==> config.mk <==
export PLATFORM = sky130hd
export DESIGN_NAME = txbuf_fetch_seq
export DESIGN_NICKNAME = d
export VERILOG_FILES = /design/src/rtl/txf_pkg.sv /design/src/rtl/txf_cfg_regs.sv /design/src/rtl/txf_span_calc.sv /design/src/rtl/txf_seq.sv /design/src/rtl/txbuf_fetch_seq.sv
export SDC_FILE = /design/constraint.sdc
export NUM_CORES = 1
export LEC_CHECK = 0
export BUFFER_PORTS_ARGS = -buffer_cell sky130_fd_sc_hd__buf_2
export CAP_MARGIN = 15
export CORE_AREA = 2 2 83 85
export CTS_CLUSTER_DIAMETER = 200
export DETAILED_ROUTE_END_ITERATION = 8
export DIE_AREA = 0 0 85 87
export HOLD_SLACK_MARGIN = 0.05
export PLACE_DENSITY_LB_ADDON = 0.15
export SKIP_LAST_GASP = 1
export SLEW_MARGIN = 5
export SYNTH_ARGS = -nofsm -noshare
export SYNTH_HDL_FRONTEND = slang
export SYNTH_SLANG_ARGS = --single-unit
==> constraint.sdc <==
create_clock -name clk -period 3.4 [get_ports clk]
set_clock_uncertainty 0.2 [all_clocks]
set_input_delay 0.34 -clock clk [delete_from_list [all_inputs] [get_ports clk]]
set_output_delay 0.34 -clock clk [all_outputs]
set_load 0.05 [all_outputs]
==> src/rtl/txf_pkg.sv <==
// Package txf_pkg
// Shared encodings for the frame transmit fetch sequencer: the register
// select codes of the configuration port and the sequencer states.
package txf_pkg;

    // Configuration register select codes
    localparam logic [1:0] SEL_START = 2'd0;
    localparam logic [1:0] SEL_LEN   = 2'd1;
    localparam logic [1:0] SEL_CTRL  = 2'd2;
    localparam logic [1:0] SEL_GO    = 2'd3;

    // Sequencer states
    typedef enum logic [1:0] {
        ST_IDLE = 2'd0,   // waiting for the buffer-full flag
        ST_CTRL = 2'd1,   // presenting the control byte
        ST_WAIT = 2'd2,   // RAM read in flight
        ST_SEND = 2'd3    // presenting an information byte
    } seq_state_t;

endpackage

==> src/rtl/txf_cfg_regs.sv <==
// Module txf_cfg_regs
// Holds the start address, the length and the control byte, plus the
// buffer-full flag. A go write sets the flag. Every write is refused while
// the flag is set. The sequencer clears the flag with frame_clear.
// Assumes: ADDR_W and LEN_W are no wider than DATA_W.
module txf_cfg_regs
    import txf_pkg::*;
#(
    parameter int ADDR_W = 8,
    parameter int LEN_W  = 8,
    parameter int DATA_W = 8
) (
    input  logic              clk,
    input  logic              rst_n,
    input  logic              wr_en,
    input  logic [1:0]        wr_sel,
    input  logic [DATA_W-1:0] wr_data,
    input  logic              frame_clear,
    output logic [ADDR_W-1:0] base_addr,
    output logic [LEN_W-1:0]  info_len,
    output logic [DATA_W-1:0] ctrl_byte,
    output logic              busy
);

    logic write_ok;

    // Qualify CPU writes: accepted only while no frame is pending
    always_comb begin
        write_ok = wr_en && !busy;
    end

    // Register file and the buffer-full flag
    always_ff @(posedge clk) begin
        if (!rst_n) begin
            base_addr <= '0;
            info_len  <= '0;
            ctrl_byte <= '0;
            busy      <= 1'b0;
        end else if (frame_clear) begin
            busy <= 1'b0;
        end else if (write_ok) begin
            case (wr_sel)
                SEL_START: base_addr <= wr_data[ADDR_W-1:0];
                SEL_LEN:   info_len  <= wr_data[LEN_W-1:0];
                SEL_CTRL:  ctrl_byte <= wr_data;
                default:   busy      <= wr_data[0];
            endcase
        end
    end

    // configuration is frozen while a frame is pending
    a_r3_cfg_locked: assert property (@(posedge clk) disable iff (!rst_n)
        busy |=> ($stable(base_addr) && $stable(info_len) && $stable(ctrl_byte)));

    // the flag only drops on a frame completion
    a_r9_flag_drop: assert property (@(posedge clk) disable iff (!rst_n)
        (busy && !frame_clear) |=> busy);

endmodule

==> src/rtl/txf_span_calc.sv <==
// Module txf_span_calc
// Works out how many information bytes a frame really carries, given the
// start address and the requested length, and the top-of-buffer address
// beyond which no byte may be read. Also flags when that cap truncated the
// request. Purely combinational.
module txf_span_calc #(
    parameter int ADDR_W   = 8,
    parameter int LEN_W    = 8,
    parameter int TOP_ADDR = 191
) (
    input  logic [ADDR_W-1:0] base_addr,
    input  logic [LEN_W-1:0]  info_len,
    output logic [LEN_W:0]    info_cnt,
    output logic              limited
);

    localparam int SPAN_W = ((ADDR_W > LEN_W) ? ADDR_W : LEN_W) + 2;

    logic [SPAN_W-1:0] room;
    logic [SPAN_W-1:0] want;
    logic [SPAN_W-1:0] take;

    // Room left below the cap, then clip the request against it
    always_comb begin
        if (SPAN_W'(base_addr) <= SPAN_W'(TOP_ADDR))
            room = SPAN_W'(TOP_ADDR) - SPAN_W'(base_addr) + SPAN_W'(1);
        else
            room = '0;
        want     = SPAN_W'(info_len);
        limited  = (want > room);
        take     = limited ? room : want;
        info_cnt = take[LEN_W:0];
    end

endmodule

==> src/rtl/txf_seq.sv <==
// Module txf_seq
// Frame byte sequencer. When the buffer-full flag is seen, it captures the
// frame plan and presents the control byte. On every accepted byte it
// issues the RAM read for the next information byte. The read data comes
// back one cycle later and is registered before it is presented. After the
// last byte it clears the flag, pulses done and latches the limit status.
// Assumes: a synchronous RAM with exactly one cycle of read latency.
module txf_seq
    import txf_pkg::*;
#(
    parameter int ADDR_W   = 8,
    parameter int LEN_W    = 8,
    parameter int DATA_W   = 8,
    parameter int TOP_ADDR = 191
) (
    input  logic              clk,
    input  logic              rst_n,
    input  logic              busy,
    input  logic [ADDR_W-1:0] base_addr,
    input  logic [DATA_W-1:0] ctrl_byte,
    input  logic [LEN_W:0]    info_cnt,
    input  logic              limited,
    output logic              mem_rd_en,
    output logic [ADDR_W-1:0] mem_addr,
    input  logic [DATA_W-1:0] mem_rdata,
    output logic [DATA_W-1:0] tx_data,
    output logic              tx_valid,
    input  logic              tx_ready,
    output logic              tx_last,
    output logic              frame_clear,
    output logic              frame_done,
    output logic              end_by_limit
);

    seq_state_t        state_q;
    logic [DATA_W-1:0] data_q;
    logic [LEN_W:0]    rem_q;
    logic [ADDR_W-1:0] addr_q;
    logic              lim_q;
    logic              done_q;
    logic              lim_flag_q;
    logic              accept;
    logic              last_now;

    // Handshake, last-byte detection and read issue
    always_comb begin
        tx_valid    = (state_q == ST_CTRL) || (state_q == ST_SEND);
        accept      = tx_valid && tx_ready;
        last_now    = ((state_q == ST_CTRL) && (rem_q == '0)) ||
                      ((state_q == ST_SEND) && (rem_q == (LEN_W+1)'(1)));
        tx_last     = last_now;
        mem_rd_en   = accept && !last_now;
        frame_clear = accept && last_now;
        mem_addr    = addr_q;
        tx_data     = data_q;
    end

    // Status outputs, registered at frame completion
    always_ff @(posedge clk) begin
        if (!rst_n) begin
            done_q     <= 1'b0;
            lim_flag_q <= 1'b0;
        end else begin
            done_q <= frame_clear;
            if (frame_clear)
                lim_flag_q <= lim_q;
        end
    end

    // Frame state machine: control byte, then fetch/present pairs
    always_ff @(posedge clk) begin
        if (!rst_n) begin
            state_q <= ST_IDLE;
            data_q  <= '0;
            rem_q   <= '0;
            addr_q  <= '0;
            lim_q   <= 1'b0;
        end else begin
            case (state_q)
                ST_IDLE: begin
                    if (busy) begin
                        data_q  <= ctrl_byte;
                        rem_q   <= info_cnt;
                        addr_q  <= base_addr;
                        lim_q   <= limited;
                        state_q <= ST_CTRL;
                    end
                end
                ST_CTRL: begin
                    if (accept) begin
                        if (last_now) begin
                            state_q <= ST_IDLE;
                        end else begin
                            addr_q  <= addr_q + ADDR_W'(1);
                            state_q <= ST_WAIT;
                        end
                    end
                end
                ST_WAIT: begin
                    data_q  <= mem_rdata;
                    state_q <= ST_SEND;
                end
                default: begin
                    if (accept) begin
                        rem_q <= rem_q - (LEN_W+1)'(1);
                        if (last_now) begin
                            state_q <= ST_IDLE;
                        end else begin
                            addr_q  <= addr_q + ADDR_W'(1);
                            state_q <= ST_WAIT;
                        end
                    end
                end
            endcase
        end
    end

    assign frame_done   = done_q;
    assign end_by_limit = lim_flag_q;

    // a stalled byte is held
    a_r8_hold: assert property (@(posedge clk) disable iff (!rst_n)
        (tx_valid && !tx_ready) |=> (tx_valid && $stable(tx_data)));

    // reads only with a handshake, data presented two cycles later
    a_r10_fetch_on_accept: assert property (@(posedge clk) disable iff (!rst_n)
        mem_rd_en |-> (tx_valid && tx_ready));
    a_r10_fetch_latency: assert property (@(posedge clk) disable iff (!rst_n)
        mem_rd_en |=> (!tx_valid ##1 tx_valid));

    // the address never passes the top of the buffer
    a_r6_addr_cap: assert property (@(posedge clk) disable iff (!rst_n)
        mem_rd_en |-> (mem_addr <= ADDR_W'(TOP_ADDR)));

    // done is a single pulse after the frame, with nothing presented
    a_r9_done_pulse: assert property (@(posedge clk) disable iff (!rst_n)
        frame_done |-> (!tx_valid && !busy && !$past(frame_done)));

    // last only marks a presented byte
    a_r7_last_valid: assert property (@(posedge clk) disable iff (!rst_n)
        tx_last |-> tx_valid);

endmodule

==> src/rtl/txbuf_fetch_seq.sv <==
// Module txbuf_fetch_seq
// Top of the frame transmit buffer fetch sequencer. It ties together the
// configuration registers, the span calculation and the byte sequencer.
// Assumes: one RAM read port with a single cycle of latency, and a
// serializer that uses a ready/valid handshake.
module txbuf_fetch_seq #(
    parameter int ADDR_W   = 8,
    parameter int LEN_W    = 8,
    parameter int DATA_W   = 8,
    parameter int TOP_ADDR = 191
) (
    input  logic              clk,
    input  logic              rst_n,
    input  logic              cfg_wr_en,
    input  logic [1:0]        cfg_sel,
    input  logic [DATA_W-1:0] cfg_wdata,
    output logic              buf_full,
    output logic              mem_rd_en,
    output logic [ADDR_W-1:0] mem_addr,
    input  logic [DATA_W-1:0] mem_rdata,
    output logic [DATA_W-1:0] tx_data,
    output logic              tx_valid,
    input  logic              tx_ready,
    output logic              tx_last,
    output logic              frame_done,
    output logic              end_by_limit
);

    logic [ADDR_W-1:0] base_addr;
    logic [LEN_W-1:0]  info_len;
    logic [DATA_W-1:0] ctrl_byte;
    logic [LEN_W:0]    info_cnt;
    logic              limited;
    logic              frame_clear;

    txf_cfg_regs #(.ADDR_W(ADDR_W), .LEN_W(LEN_W), .DATA_W(DATA_W)) cfg_i (
        .clk         (clk),
        .rst_n       (rst_n),
        .wr_en       (cfg_wr_en),
        .wr_sel      (cfg_sel),
        .wr_data     (cfg_wdata),
        .frame_clear (frame_clear),
        .base_addr   (base_addr),
        .info_len    (info_len),
        .ctrl_byte   (ctrl_byte),
        .busy        (buf_full)
    );

    txf_span_calc #(.ADDR_W(ADDR_W), .LEN_W(LEN_W), .TOP_ADDR(TOP_ADDR)) span_i (
        .base_addr (base_addr),
        .info_len  (info_len),
        .info_cnt  (info_cnt),
        .limited   (limited)
    );

    txf_seq #(.ADDR_W(ADDR_W), .LEN_W(LEN_W), .DATA_W(DATA_W),
              .TOP_ADDR(TOP_ADDR)) seq_i (
        .clk          (clk),
        .rst_n        (rst_n),
        .busy         (buf_full),
        .base_addr    (base_addr),
        .ctrl_byte    (ctrl_byte),
        .info_cnt     (info_cnt),
        .limited      (limited),
        .mem_rd_en    (mem_rd_en),
        .mem_addr     (mem_addr),
        .mem_rdata    (mem_rdata),
        .tx_data      (tx_data),
        .tx_valid     (tx_valid),
        .tx_ready     (tx_ready),
        .tx_last      (tx_last),
        .frame_clear  (frame_clear),
        .frame_done   (frame_done),
        .end_by_limit (end_by_limit)
    );

endmodule

==> results of run 1 <==
[placed cells by master, fill, tap and decap left out, types with 2 or more instances in the layout]
| cell type | synthesis | routed |
|---|---|---|
| a31oi_1 | 2 | 2 |
| nor4_1 | 2 | 2 |
| buf_4 | 0 | 11 |
| o21a_1 | 5 | 4 |
| a22oi_1 | 4 | 4 |
| inv_1 | 15 | 15 |
| xor2_1 | 2 | 2 |
| nand4_1 | 2 | 2 |
| or3_1 | 3 | 3 |
| xnor2_1 | 4 | 4 |
| nor3b_1 | 2 | 2 |
| a211oi_1 | 11 | 11 |
| or4_4 | 2 | 2 |
| o211ai_1 | 3 | 3 |
| nor3_1 | 3 | 3 |
| nand4_4 | 2 | 2 |
| o31ai_1 | 5 | 5 |
| mux2_1 | 2 | 2 |
| clkbuf_8 | 0 | 5 |
| o31a_1 | 2 | 2 |
| nand2_1 | 18 | 18 |
| nor2_1 | 66 | 66 |
| dfxtp_1 | 55 | 55 |
| and3_1 | 3 | 3 |
| o21ai_0 | 8 | 8 |
| nand3_1 | 10 | 10 |
| o21ai_1 | 9 | 9 |
| o22ai_1 | 5 | 5 |
| ha_1 | 20 | 20 |
| a21oi_1 | 13 | 13 |
| mux2i_1 | 36 | 36 |
| and2_1 | 3 | 3 |
| o41ai_1 | 2 | 2 |
| buf_2 | 1 | 43 |
[cells in the mapped netlist (3+ instances only)]
cell type / instances
a211oi_1: 11
a21oi_1: 13
a22oi_1: 4
and2_1: 3
and3_1: 3
clkbuf_1: 14
dfxtp_1: 55
ha_1: 20
inv_1: 15
mux2i_1: 36
nand2_1: 18
nand3_1: 10
nor2_1: 66
nor3_1: 3
o211ai_1: 3
o21a_1: 5
o21ai_0: 8
o21ai_1: 9
o22ai_1: 5
o31ai_1: 5
or3_1: 3
xnor2_1: 4
[critical path: stages, from the launching register on]
cell       delay [ns]
dfxtp_1          0.36
nor2_1           0.14
nand3_1          0.15
nor4b_2          0.34
xnor2_1          0.16
nand2_1          0.09
ha_1             0.32
o21ai_0          0.11
a2111oi_2        0.40
o21a_2           0.29
mux2_1           0.34
o22ai_1          0.14
[registers in the layout (all words and copies together), names as in the netlist, 8 cells and up, named ones only]
signal	count
seq_i.rem_q	9
cfg_i.base_addr	8
cfg_i.ctrl_byte	8
cfg_i.info_len	8
seq_i.mem_addr	8
seq_i.tx_data	8
[through the flow]
stage / hold slack (ns) / power (mW) / instances / util / area (µm²)
after floorplan: 0.2357 / 0.8523 / 365 / - / 3161
after global placement: 0.2769 / 0.9180 / 480 / 0.5290 / 3475
after detailed placement: 0.2882 / 0.9192 / 480 / 0.5290 / 3475
after CTS: 0.08375 / 1.304 / 488 / 0.5432 / 3568
after global routing: 0.08972 / 1.353 / 489 / 0.5463 / 3588
final: 0.08722 / 1.299 / 489 / 0.5463 / 3588
[layout make-up]
cell class / count / area share
inverter: 17 / 0.01778
timing repair buffer: 54 / 0.08298
multi-input combinational: 275 / 0.5387
tap: 80 / 0.02789
sequential: 55 / 0.3068
clock inverter: 3 / 0.006625
clock buffer: 5 / 0.01918
[what timing repair did]
item / in CTS / in global routing
pin swaps: 0 / 0
setup buffers: 0 / 1
resized for setup: 1 / 3
endpoints found under the setup margin: 1 / 8
[metal layers]
layer | part of all wire | GRT usage | routed length (µm) | vias up
li1 | - | - | - | 1413
met1 | 0.48 | 0.2975 | 3668 | 1298
met2 | 0.47 | 0.3509 | 3611 | 50
met3 | 0.036 | 0.03886 | 274 | 7
met4 | 0.010 | 0.06061 | 76 | 0
met5 | 0 | 0 | 0 | -
[logic make-up after synthesis]
logic type,count (synthesis),share of synthesized area
adder cells (fa/ha/maj),20,0.07918
XOR/XNOR,6,0.01663
flip-flops,55,0.3484
AND/OR/NAND/NOR,126,0.2039
buffers and inverters,35,0.04433
multiplexers,39,0.1247
AO/OA/AOI/OAI,84,0.1829
[final timing paths]
check	endpoint	cells after the start	slack, ns	start
max reg2reg	seq_i.rem_q[1]	11	0.29	cfg_i.base_addr[3]
max	seq_i.rem_q[1]	11	0.29	cfg_i.base_addr[3]
min reg2reg	seq_i.lim_q	2	0.30	seq_i.lim_q
min	seq_i.frame_done	2	0.09	tx_ready
[where the power goes]
group,switching [mW],internal (mW),leakage (nW)
logic,0.142,0.0859,1.10
clock network,0.243,0.150,0.0461
registers,0.0168,0.662,0.445
total,0.401,0.898,1.59
==> metrics.cfg, run 1 <==
[clock_tree]
cts_hold_buf = 0
clk_pin_slew_ns = 0.11
clk_latency_ns = 0.32
clk_path_buf_depth = 2
cts_root_buffer = clkbuf_8
cts_tree = done
htree_levels = 2
cts_sinks = 55
cts_buffers = 5

[floorplan]
core_area_um2 = 6569
initial_core_util = 0.4811
num_io_pins = 44
rows = 30
die_area_um2 = 7395
die-width_um = 85
die_y_um = 87

[worst_setup_path]
worstSetupPathType = flip-flop to flip-flop
crit_required_ns = 3.45
crit_fanout = 6
worstPathArrival_ns = 3.16
start_kind = flip-flop
cp-end-kind = flip-flop

[synth]
synthTopCellsByArea = dfxtp_1, mux2i_1, ha_1
synth_top_flop_cell = dfxtp_1
ys_seq_elements = 55
synth_top_cell_by_area = dfxtp_1
synth_edf_count = 0
ys_types = 62
synth_fp_nets = 407
syn_avg_cell_area_um2 = 8.659
async_flop_share = 0
syn_inst = 365
synth-seq-area-share = 0.3484
ys_warn_count = 0
synth.top_cell.area_share = 0.3484
syn-cell-area_um2 = 3161

[timing]
finalCritPeriodShare = 0.9146
final.setup.tns_ns = 0
worst_slack_ns = 0.2905
drv_slew = 0
clock.fmax_mhz = 321.6
min_period_ns = 3.110
setup_viol = 0
slew_headroom = 0.5686
finalHoldViolCount = 0
rsz0062_at_grt = false
worstMarginPinSlew_ns = 0.6462

[global_routing]
grt_max_degree = 37
grt_pass1_vias = 2594
grtUsageTotal = 0.2167
antenna_found_initial = 0
grt_pass1_wl_um = 12920
overflow = 0

[detailed_routing]
first_pass_iters = 4
ant_nets = 0
first_iter_violations = 120
routed_via_density = 5.661
wl_per_cell_um = 15.60
vias = 2768
drc = 0
wl_um = 7630

[cells_and_area]
drive_above_1_share = 0.1858
multiInputGateArea_um2 = 1933
nets = 450
antenna-diode-count = 0
fillCellCount = 627
area_delta_synth_final_pct = 13.54
ff_latch_area_um2 = 1101

[place]
hpwl_um = 5793
pre_cts_ws_ns = 0.02881
port_buffers = 43
gp_congestion = 0.8773

[min_path]
worst_hold_path_type = input pin to flip-flop

[pwr]
leakage_nw = 1.588
irDropWorstVdd_uv = 182.6
power.density_nw_per_um2 = 361.9

[status]
status = finished clean

[run]
drv_cap = 0

Note: power is estimated with default switching activity, not from simulation.
==> inputs of run 2 (changes only) <==
Settings changed: CELL_PAD_IN_SITES_DETAIL_PLACEMENT from default to 1, CELL_PAD_IN_SITES_GLOBAL_PLACEMENT from default to 1, CORE_AREA 2 2 83 85 to 2 2 94 96, DIE_AREA 0 0 85 87 to 0 0 96 98.
==> run 2 against run 1 <==
Net effect: sequential power barely moved; register-to-register slack got worse by 0.13 ns; combinational power rose by 6%; final cell count rose by 5.9%; wire length rose by 18%; flip-flop and latch count did not move; first-iteration DRC count fell by 15%; non-clock buffer count rose by 1; core utilization fell by 11 points; total power rose by 3.3%.
==> metrics.cfg, run 2 (synthesis gave the netlist of run 1 again) <==
[worst_setup_path]
worstSetupPathType = flip-flop to flip-flop
crit_fanout = 7
worstPathArrival_ns = 3.28
ff2ff_path_depth = 11
crit_required_ns = 3.44
r2r_start = cfg_i.base_addr[3]
start_kind = flip-flop
r2r_slack_ns = 0.16
reg2reg_to = seq_i.rem_q[1]
cp-end-kind = flip-flop

[cells_and_area]
final_cell_mix = nor2_1, dfxtp_1, buf_2
fillCellCount = 1026
regMostFlops = seq_i.rem_q
largest_reg_flops = 9
antenna-diode-count = 0
drive_above_1_share = 0.1976
ff_latch_area_um2 = 1101
mostFrequentLayoutCell = nor2_1
fin_area_um2 = 3677
area_delta_synth_final_pct = 16.35
nets = 451
final_util = 0.4344
multiInputGateArea_um2 = 1972

[timing]
clock.fmax_mhz = 308.9
worstMarginPinSlew_ns = 0.6411
slew_headroom = 0.5726
setup_viol = 0
finalHoldViolCount = 0
rsz0062_at_grt = false
finalCritPeriodShare = 0.9521
drv_slew = 0
min_period_ns = 3.237

[clock_tree]
clk_pin_slew_ns = 0.12
clk_latency_ns = 0.32
cts_buffers = 5
cts_tree = done
cts_root_buffer = clkbuf_8
cts_sinks = 55
htree_levels = 2
clk_path_buf_depth = 2

[detailed_routing]
vias = 2828
drc = 0
routed_via_density = 5.459
wl_um = 8967
wl_per_cell_um = 17.31
first_pass_iters = 4
first_iter_violations = 102
ant_nets = 0

[global_routing]
met2_usage = 0.3173
antenna_found_initial = 0
grtUsageTotal = 0.1924
grtUsageMet3 = 0.02778
grt_busiest_layer = met2
overflow = 0
grt_pass1_wl_um = 14310
grt_max_degree = 30
globalRouteMet1Util = 0.2642
grt_pass1_vias = 2766

[floorplan]
die_y_um = 98
num_io_pins = 44
initial_core_util = 0.3733
rows = 34
core_area_um2 = 8466
die_area_um2 = 9408
die-width_um = 96

[place]
port_buffers = 43
gp_congestion = 0.8863
hpwl_um = 6693
place_area_um2 = 3522

[min_path]
hp-start = tx_ready
whs_path_depth = 2
worst_hold_path_type = input pin to flip-flop
holdPathEnd = seq_i.frame_done

[pwr]
p_seq_frac = 0.506
p_sw_mw = 0.4314
power_mw = 1.342
leakage_nw = 1.609
clkPwrFrac = 0.314
p_comb_frac = 0.179
irDropWorstVdd_uv = 181.5
power.density_nw_per_um2 = 364.8
sw_frac_of_total = 0.3216
p_int_mw = 0.9102

[status]
status = finished clean

[run]
drv_cap = 0

-- run 2: metrics by stage --
stage | cells | setup WS (ns) | hold slack (ns) | setup TNS (ns)
after floorplan | 365 | 0.1468 | 0.2357 | 0
after global placement | 509 | 0.1064 | 0.2673 | 0
after detailed placement | 509 | -0.09079 | 0.2646 | -0.2942
after CTS | 517 | 0.03380 | 0.09836 | 0
after global routing | 518 | 0.0004887 | 0.09716 | 0
final | 518 | 0.1630 | 0.09197 | 0
-- run 2: cell type report --
class / instances / share of cell area
inverter: 17 / 0.01735
multi-input combinational: 275 / 0.5362
timing repair buffer: 55 / 0.08302
clock inverter: 3 / 0.008506
clock buffer: 5 / 0.01871
tap: 108 / 0.03675
sequential: 55 / 0.2994
-- run 2: critical path, cell delays in order, from the launching register on --
cell,delay (ns)
dfxtp_1,0.36
nor2_1,0.18
nand3_2,0.16
nor4b_4,0.33
xnor2_1,0.16
nand2_1,0.09
ha_1,0.32
o21ai_0,0.18
a2111oi_4,0.39
o21a_2,0.29
mux2_1,0.35
o22ai_1,0.15
-- run 2: what timing repair did --
| item | CTS | global route |
|---|---|---|
| endpoints found under the hold margin | 0 | 0 |
| pin swaps | 0 | 1 |
| buffers inserted | 0 | 1 |
| resized for setup | 3 | 6 |
| endpoints found under the setup margin | 8 | 8 |
| hold buffers | 0 | 0 |
-- run 2: power groups by stage --
stage | registers [mW] | clock network [mW] | logic, mW
after floorplan | 0.710 | 0 | 0.142
after CTS | 0.679 | 0.436 | 0.236
after detailed placement | 0.694 | 0 | 0.234
after global placement | 0.692 | 0 | 0.229
final | 0.679 | 0.422 | 0.241
after global routing | 0.683 | 0.461 | 0.265
-- run 2: how the worst max path moves through the flow --
stage	cells past startpoint	slack, ns	endpoint	startpoint
after CTS	13	0.03	seq_i.rem_q[1]	cfg_i.base_addr[0]
after global routing	11	0.0005	seq_i.rem_q[1]	cfg_i.base_addr[3]
final	11	0.16	seq_i.rem_q[1]	cfg_i.base_addr[3]
after detailed placement	11	-0.09	seq_i.rem_q[1]	cfg_i.base_addr[3]
after floorplan	13	0.15	seq_i.rem_q[1]	cfg_i.base_addr[2]
after global placement	12	0.11	seq_i.rem_q[1]	cfg_i.base_addr[3]
-- run 2: per-layer routing --
metal | share of wire | wire length [µm]
met1 | 0.48 | 4284
met2 | 0.49 | 4425
met3 | 0.025 | 220
met4 | 0.0040 | 36
met5 | 0 | 0
